==> src/rtl/bcd_pkg.sv <==
package bcd_pkg;
    localparam int DIGIT_W   = 4;
    localparam int DIGIT_MAX = 9;

    typedef logic [DIGIT_W-1:0] bcd_t;

    typedef enum logic [1:0] {
        STEP_HOLD = 2'd0,
        STEP_LOAD = 2'd1,
        STEP_INC  = 2'd2,
        STEP_DEC  = 2'd3
    } step_kind_t;

    typedef struct packed {
        bcd_t digit;
    } cell_state_t;

    typedef struct packed {
        logic flag;
    } flag_state_t;

    function automatic bcd_t clamp_digit(input bcd_t raw);
        return (raw > bcd_t'(DIGIT_MAX)) ? '0 : raw;
    endfunction
endpackage

==> src/rtl/bcd_digit_cell.sv <==
module bcd_digit_cell
    import bcd_pkg::*;
(
    input  logic clk,
    input  logic rst_n,
    input  logic enable,
    input  logic load,
    input  logic count_up,
    input  logic chain_en,
    input  bcd_t load_digit,
    output bcd_t digit,
    output logic term_cnt
);
    cell_state_t state_d, state_q;
    step_kind_t  kind;
    logic        at_top, at_bottom;

    always_comb begin
        at_top    = (state_q.digit == bcd_t'(DIGIT_MAX));
        at_bottom = (state_q.digit == '0);
        term_cnt  = chain_en & (count_up ? at_top : at_bottom);

        if (enable && load)
            kind = STEP_LOAD;
        else if (chain_en)
            kind = count_up ? STEP_INC : STEP_DEC;
        else
            kind = STEP_HOLD;

        state_d = state_q;
        unique case (kind)
            STEP_LOAD: state_d.digit = clamp_digit(load_digit);
            STEP_INC:  state_d.digit = at_top ? '0 : state_q.digit + bcd_t'(1);
            STEP_DEC:  state_d.digit = at_bottom ? bcd_t'(DIGIT_MAX)
                                                 : state_q.digit - bcd_t'(1);
            default:   state_d = state_q;
        endcase
    end

    always_ff @(posedge clk or negedge rst_n) begin
        if (!rst_n) state_q <= '0;
        else        state_q <= state_d;
    end

    assign digit = state_q.digit;


    digit_range_chk: assert property (@(posedge clk) disable iff (!rst_n)
        digit <= bcd_t'(DIGIT_MAX));


    load_clamp_chk: assert property (@(posedge clk) disable iff (!rst_n)
        (enable && load && load_digit > bcd_t'(DIGIT_MAX)) |=> digit == '0);


    load_take_chk: assert property (@(posedge clk) disable iff (!rst_n)
        (enable && load && load_digit <= bcd_t'(DIGIT_MAX)) |=> digit == $past(load_digit));


    hold_chk: assert property (@(posedge clk) disable iff (!rst_n)
        (!enable) |=> $stable(digit));


    up_wrap_chk: assert property (@(posedge clk) disable iff (!rst_n)
        (chain_en && !load && count_up && digit == bcd_t'(DIGIT_MAX)) |=> digit == '0);


    down_wrap_chk: assert property (@(posedge clk) disable iff (!rst_n)
        (chain_en && !load && !count_up && digit == '0) |=> digit == bcd_t'(DIGIT_MAX));
endmodule

==> src/rtl/bcd_wrap_flag.sv <==
module bcd_wrap_flag
    import bcd_pkg::*;
(
    input  logic clk,
    input  logic rst_n,
    input  logic enable,
    input  logic load,
    input  logic last_tc,
    output logic wrap_flag
);
    flag_state_t state_d, state_q;

    always_comb begin
        state_d      = state_q;
        state_d.flag = enable & ~load & last_tc;
    end

    always_ff @(posedge clk or negedge rst_n) begin
        if (!rst_n) state_q <= '0;
        else        state_q <= state_d;
    end

    assign wrap_flag = state_q.flag;


    flag_set_chk: assert property (@(posedge clk) disable iff (!rst_n)
        (enable && !load && last_tc) |=> wrap_flag);


    flag_clear_chk: assert property (@(posedge clk) disable iff (!rst_n)
        (!enable || load || !last_tc) |=> !wrap_flag);
endmodule

==> src/rtl/bcd_updown_counter.sv <==
module bcd_updown_counter
    import bcd_pkg::*;
#(
    parameter int NUM_DIGITS = 2
) (
    input  logic                          clk,
    input  logic                          rst_n,
    input  logic                          enable,
    input  logic                          load,
    input  logic                          count_up,
    input  logic [NUM_DIGITS*DIGIT_W-1:0] load_value,
    output logic [NUM_DIGITS*DIGIT_W-1:0] count_value,
    output logic                          wrap_flag
);
    localparam int VEC_W = NUM_DIGITS * DIGIT_W;

    logic [NUM_DIGITS:0] chain;

    assign chain[0] = enable;

    for (genvar g = 0; g < NUM_DIGITS; g++) begin : g_digit
        bcd_t dig;
        bcd_digit_cell u_cell (
            .clk        (clk),
            .rst_n      (rst_n),
            .enable     (enable),
            .load       (load),
            .count_up   (count_up),
            .chain_en   (chain[g]),
            .load_digit (load_value[g*DIGIT_W +: DIGIT_W]),
            .digit      (dig),
            .term_cnt   (chain[g+1])
        );
        assign count_value[g*DIGIT_W +: DIGIT_W] = dig;
    end

    bcd_wrap_flag u_flag (
        .clk       (clk),
        .rst_n     (rst_n),
        .enable    (enable),
        .load      (load),
        .last_tc   (chain[NUM_DIGITS]),
        .wrap_flag (wrap_flag)
    );


    clear_state_chk: assert property (@(posedge clk)
        (!rst_n) |-> (count_value == VEC_W'(0) && !wrap_flag));


    down_full_wrap_chk: assert property (@(posedge clk) disable iff (!rst_n)
        (enable && !load && !count_up && count_value == VEC_W'(0))
            |=> wrap_flag);
endmodule

==> config.mk <==
export PLATFORM = sky130hd
export DESIGN_NAME = bcd_updown_counter
export DESIGN_NICKNAME = d
export VERILOG_FILES = /design/src/rtl/bcd_pkg.sv /design/src/rtl/bcd_digit_cell.sv /design/src/rtl/bcd_wrap_flag.sv /design/src/rtl/bcd_updown_counter.sv
export SDC_FILE = /design/constraint.sdc
export NUM_CORES = 1
export LEC_CHECK = 0
export ABC_AREA = 1
export BUFFER_PORTS_ARGS = -buffer_cell sky130_fd_sc_hd__buf_4
export CORE_UTILIZATION = 52
export CTS_CLUSTER_SIZE = 16
export DETAILED_ROUTE_END_ITERATION = 16
export GPL_TIMING_DRIVEN = 0
export PLACE_DENSITY = 0.78
export SLEW_MARGIN = 25
export SYNTH_ARGS = -nofsm -noshare
export SYNTH_HDL_FRONTEND = slang
export SYNTH_SLANG_ARGS = --single-unit
==> constraint.sdc <==
create_clock -name clk -period 1.75 [get_ports clk]
set_input_delay 0.35 -clock clk [delete_from_list [all_inputs] [get_ports clk]]
set_output_delay 0.35 -clock clk [all_outputs]
set_load 0.02 [all_outputs]
Yosys cells after proc, flatten, opt, wreduce, memory -nomap -nowiden:

Index checks and enable logic that the tools add are counted.

* $add $sub $neg: 4
* magnitude comparators: 2
* equality and inequality tests: 8
* multiplexer cells: 15
* bitwise operators: 5
* reductions and logical operators: 5

Operator list (count)
* $mux 4: 6
* $pmux 4 s3: 2
* $add 4x1->4 const B: 2
* $eq 2x2->1 const B: 4
* $eq 4x4->1 const B: 2
* $gt 4x4->1 const B: 2
* $logic_not 4->1: 2
* $mux 2: 4
* $sub 4x1->4 const B: 2
* $reduce_bool 3->1: 2
* $and 1x1->1: 4
* $eq 2x1->1 const B: 2
* $mux 1: 3
* $logic_and 1x1->1: 1
* $not 1->1: 1

* flip-flop bits (word level): 9
* word-level logic and storage cells: 42

Depth between registers and ports, before layout:

* depth after elaboration: 7
* depth in mapped cells: 12
* depth with buffers taken out: 12

Hierarchy:

Synthesis repeated with hierarchy kept, for this count alone.

* cell total of the unflattened synthesis: 165
* area, all modules: 1028.5 µm²

By module, submodules not included
* bcd_digit_cell: times used 2, cells an instance 81, area each 496.7 µm²
* bcd_wrap_flag: times used 1, cells an instance 3, area each 35.0 µm²

Worst setup path after synthesis:

No wires, ideal clock.

* path kind: register to register
* start: reg g_digit[0].u_cell.state_q, in the netlist g_digit[0].u_cell.digit[0]
* end: reg g_digit[1].u_cell.state_q, in the netlist g_digit[1].u_cell.digit[1]
* setup time: 71 ps
* arrival time: 1415 ps
* path slack: 263 ps
* cell stages (with the launch flop): 10
* buffers on the path: 0
* period minus slack after synthesis: 1487 ps
* path through: dfrtp_1 inv_1 ha_1 nand2_2 nor2_2 nor2_1 inv_1 a21oi_1 nor2_1 nor2_1

* cells in the longest elaborated chain, start to end: 7
* elaborated cells on any way between the ends: 11
* classes of those cells: 4 x eq/ne; 4 x mux; 1 x bitwise; 2 x reduce/logical

RTL lines
* start: declaration: RTL line bcd_digit_cell.sv:14 `cell_state_t state_d, state_q;`
* start signal: assignment: RTL line bcd_digit_cell.sv:42 `else state_q <= state_d;`
* $eq 4x4->1 / $logic_not 4->1 (equally long branches): RTL line bcd_digit_cell.sv:19, bcd_digit_cell.sv:20
* $mux 1 (*): RTL line bcd_digit_cell.sv:21 `term_cnt = chain_en & (count_up ? at_top : at_bottom);`
* $and 1x1->1 (*): RTL line bcd_digit_cell.sv:21
* $mux 2 (*): RTL line bcd_digit_cell.sv:25 `else if (chain_en)`
* $mux 2 (*): RTL line bcd_digit_cell.sv:23 `if (enable && load)`
* $eq 2x2->1 / $eq 2x1->1 (equally long branches): RTL line bcd_digit_cell.sv:31 `unique case (kind)`
* $pmux 4 s3 / $reduce_bool 3->1 (equally long branches)
* end signal: assignment: RTL line bcd_digit_cell.sv:42
* end: declaration: RTL line bcd_digit_cell.sv:14

Mark *: on every way between the ends. The rest lies on a longest branch, timed or not.
A chain may end at the register's enable or synchronous reset.

Worst setup path after layout:

* start: reg g_digit[0].u_cell.state_q, in the netlist g_digit[0].u_cell.digit[1]
* end: reg g_digit[1].u_cell.state_q, in the netlist g_digit[1].u_cell.digit[1]

The elaborated chain is that of the path after synthesis.

==> flow_summary.ini <==
[clock_network]
clk_pin_slew_ns = 0.05
post-cts-setup-buffers = 0
clk_latency_ns = 0.24
h-tree-depth = 1
ctsLongestPathBuffers = 2
cts_tree = done
numCtsBuffers = 3
cts.sinks = 9
root_buffer = clkbuf_4

[finish]
multi_input_area_um2 = 626
regArea_um2 = 225
area.growth.synth_to_final_pct = 24.5
nFillCells = 130
final_layout_size_suffix_gt1_share_pct = 24.7
final_net_count = 186
n_antenna_cell = 0

[timing]
fin_worst_skew_ns = 0.000541
fin_crit_sh_pct = 90.5
setup_viol = 0
worst_slack_ns = 0.166
max_freq_ghz = 0.631
slew_viol_final = 0
rsz0062_at_grt = no
finalCriticalPeriod_ns = 1.58
worstMarginPinSlew_ns = 0.301
maxSlewHeadroom_pct = 79.9
tns_ns = 0
hold_viol = 0

[worst_setup_path]
end_kind = flop
critical_path_arrival_ns = 1.72
slowest_stage = dfrtp_1
crit_type = reg -> reg
required_ns = 1.88
max_stage_delay_ns = 0.45
crit_path_cell_trace = inv_1 > ha_2 > nand3_2 > nand2_2 > nand2_2 > nand2_1 > nand2_1 > nor2_1 > nor2_1
crit_family = simple AND/OR/NAND/NOR gates
crit_fanout = 5
crit_buf_inv = 1
startpoint_type = flop

[logic_synthesis]
yosys.area_share.simple_pct = 42.6
synthMuxAreaShare_pct = 1.07
seq_area_frac_synth_pct = 24.1
syn_area_um2 = 936
yosys.cell_types.count = 25
avgSynthCellArea_um2 = 6.68
ys_ff_latch = 9
yosys_warnings = 0
synthAdderAreaFrac_pct = 8.02
synth_nets = 159
synth_compound_area_share_pct = 10.8
synth_top_family_by_area = simple AND/OR/NAND/NOR gates
netlist_instances = 140
synth_xor_area_share_pct = 3.74

[route]
vias = 965
ant_nets = 0
routed_wl_mm = 2.12
drt_iter0_drc = 34
viasPerCell = 5.08
wl_per_cell_um = 11.1
dr.pass1.iters = 4
drc_errors = 0

[status]
outcome = finished clean

[floorplan]
die-area_mm2 = 0.00197
fp.dieW_um = 44.4
rows = 14
ios = 22
coreArea_mm2 = 0.00159
start_util_pct = 58.7
die_y_um = 44.4

[placed_design]
dpl.hpwl_mm = 1.75
preCtsSetupSlack_ns = 0.157
gp_congestion = 0.877
portBuffers = 21

[grt]
antenna_found_initial = 0
overflow = 0
grt_max_degree = 10
grt_usage_pct = 22.9
grt_first_pass_wirelength_mm = 3.39
grt_pass1_vias = 831

[pwr]
peakVddDrop_mv = 0.396
p_leak_uw = 0.000611
power-per-cell-area_mw_per_mm2 = 900

[run]
maxCapViolCount = 0

[hold_path]
hold_class = in -> reg
-- power by group --
group / internal [µW] / switching [µW]
Sequential: 253 / 74.5
Clock: 87.0 / 59.4
Combinational: 230 / 345
-- logic make-up after synthesis --
family | Yosys count
buffers and inverters | 23
flip-flops | 9
AO/OA/AOI/OAI | 17
adder cells (fa/ha/maj) | 6
AND/OR/NAND/NOR | 80
multiplexers | 1
XOR/XNOR | 4
-- synthesized netlist by cell type, drive strengths merged --
cell type   n  share of area [%]
a21oi       4                2.1
a32oi       2                1.9
buf         1               0.80
dfrtp       9                 24
ha          6                8.0
inv        22                8.8
mux2i       1                1.1
nand2      31                 14
nand3      20                 13
nand3b      1               0.80
nand4       1               0.67
nor2       25                 14
nor3        2                1.1
o2111ai     1               0.94
o211ai      2                1.6
o21ai       8                4.3
xnor2       1               0.94
xor2        3                2.8
-- worst register-to-register path, stage by stage (launching register included) --
cell and delay [ns]:
dfrtp_1 0.45, inv_1 0.17, ha_2 0.25, nand3_2 0.13, nand2_2 0.11, nand2_2 0.06, nand2_1 0.06, nand2_1 0.04
nor2_1 0.15, nor2_1 0.06
-- timing repair --
item | in CTS | in global routing
setup endpoints to repair | 0 | 1
resized for setup | 0 | 2
hold buffers | 1 | 0
endpoints found under the hold margin | 9 | 0
-- area by class of cell --
type                    count  share of cell area (%)
clock buffers               4                    2.26
flip-flops and latches      9                    19.3
inverters                  22                    7.09
well taps                  24                    2.58
repair buffers             22                    14.4
plain buffers               1                   0.644
multi-input cells         108                    53.7
-- metrics by stage --
stage | cells | total power, µW | instance area (µm²) | utilization (%) | hold WS [ns]
final | 190 | 1050 | 1160 | 73.1 | 0.395
after CTS | 190 | 1040 | 1160 | 72.8 | 0.388
after detailed placement | 185 | 891 | 1120 | 70.5 | 0.174
after global routing | 190 | 1130 | 1160 | 73.1 | 0.416
after floorplan | 140 | 707 | 936 | - | 0.0544
after global placement | 185 | 875 | 1120 | 70.5 | 0.172
-- layer usage --
| metal | vias to the layer above | global-route usage, % | share of wire (%) |
|---|---|---|---|
| met2 | 36 | 36.8 | 44 |
| met5 | - | 0 | 0 |
| met4 | 0 | 5.45 | 0.24 |
| li1 | 504 | - | - |
| met3 | 2 | 1.22 | 4.6 |
| met1 | 423 | 33.5 | 51 |
-- state kept, by name (all words and copies together) (netlist names) --
signal	flops
u_flag.wrap_flag	1
g_digit.u_cell.digit	8
-- placed cells by master (no fill, tap or decap) --
master and instances:
nand2_1 27, buf_4 22, inv_1 20, nor2_1 19, nand3_1 17, dfrtp_1 9, o21ai_0 7, ha_1 5
nor2_4 4, a21oi_1 4, nand2_2 4, xor2_1 3, clkbuf_4 3, inv_2 2, nand3_2 2, nor2_2 2
a32oi_1 2, o211ai_1 2, nor3_1 2, nand3_4 1, nand3b_1 1, xnor2_1 1, o2111ai_1 1, nand4_1 1
mux2i_1 1, o21ai_1 1, ha_2 1, clkbuf_1 1, dlygate4sd3_1 1
-- path summary, 6_finish.rpt --
| path | start | endpoint | slack (ns) | depth (start not counted) |
|---|---|---|---|---|
| max | g_digit[0].u_cell.digit[1] | g_digit[1].u_cell.digit[1] | 0.17 | 9 |
| min | enable | g_digit[0].u_cell.digit[3] | 0.39 | 3 |
| max reg2reg | g_digit[0].u_cell.digit[1] | g_digit[1].u_cell.digit[1] | 0.17 | 9 |
| min reg2reg | g_digit[1].u_cell.digit[0] | g_digit[1].u_cell.digit[0] | 0.64 | 2 |
| max in group asynchronous | rst_n | g_digit[0].u_cell.digit[2] | 1.17 | 2 |
| min in group asynchronous | rst_n | u_flag.wrap_flag | 0.46 | 2 |
No activity file was read; power rests on OpenSTA's default activity.
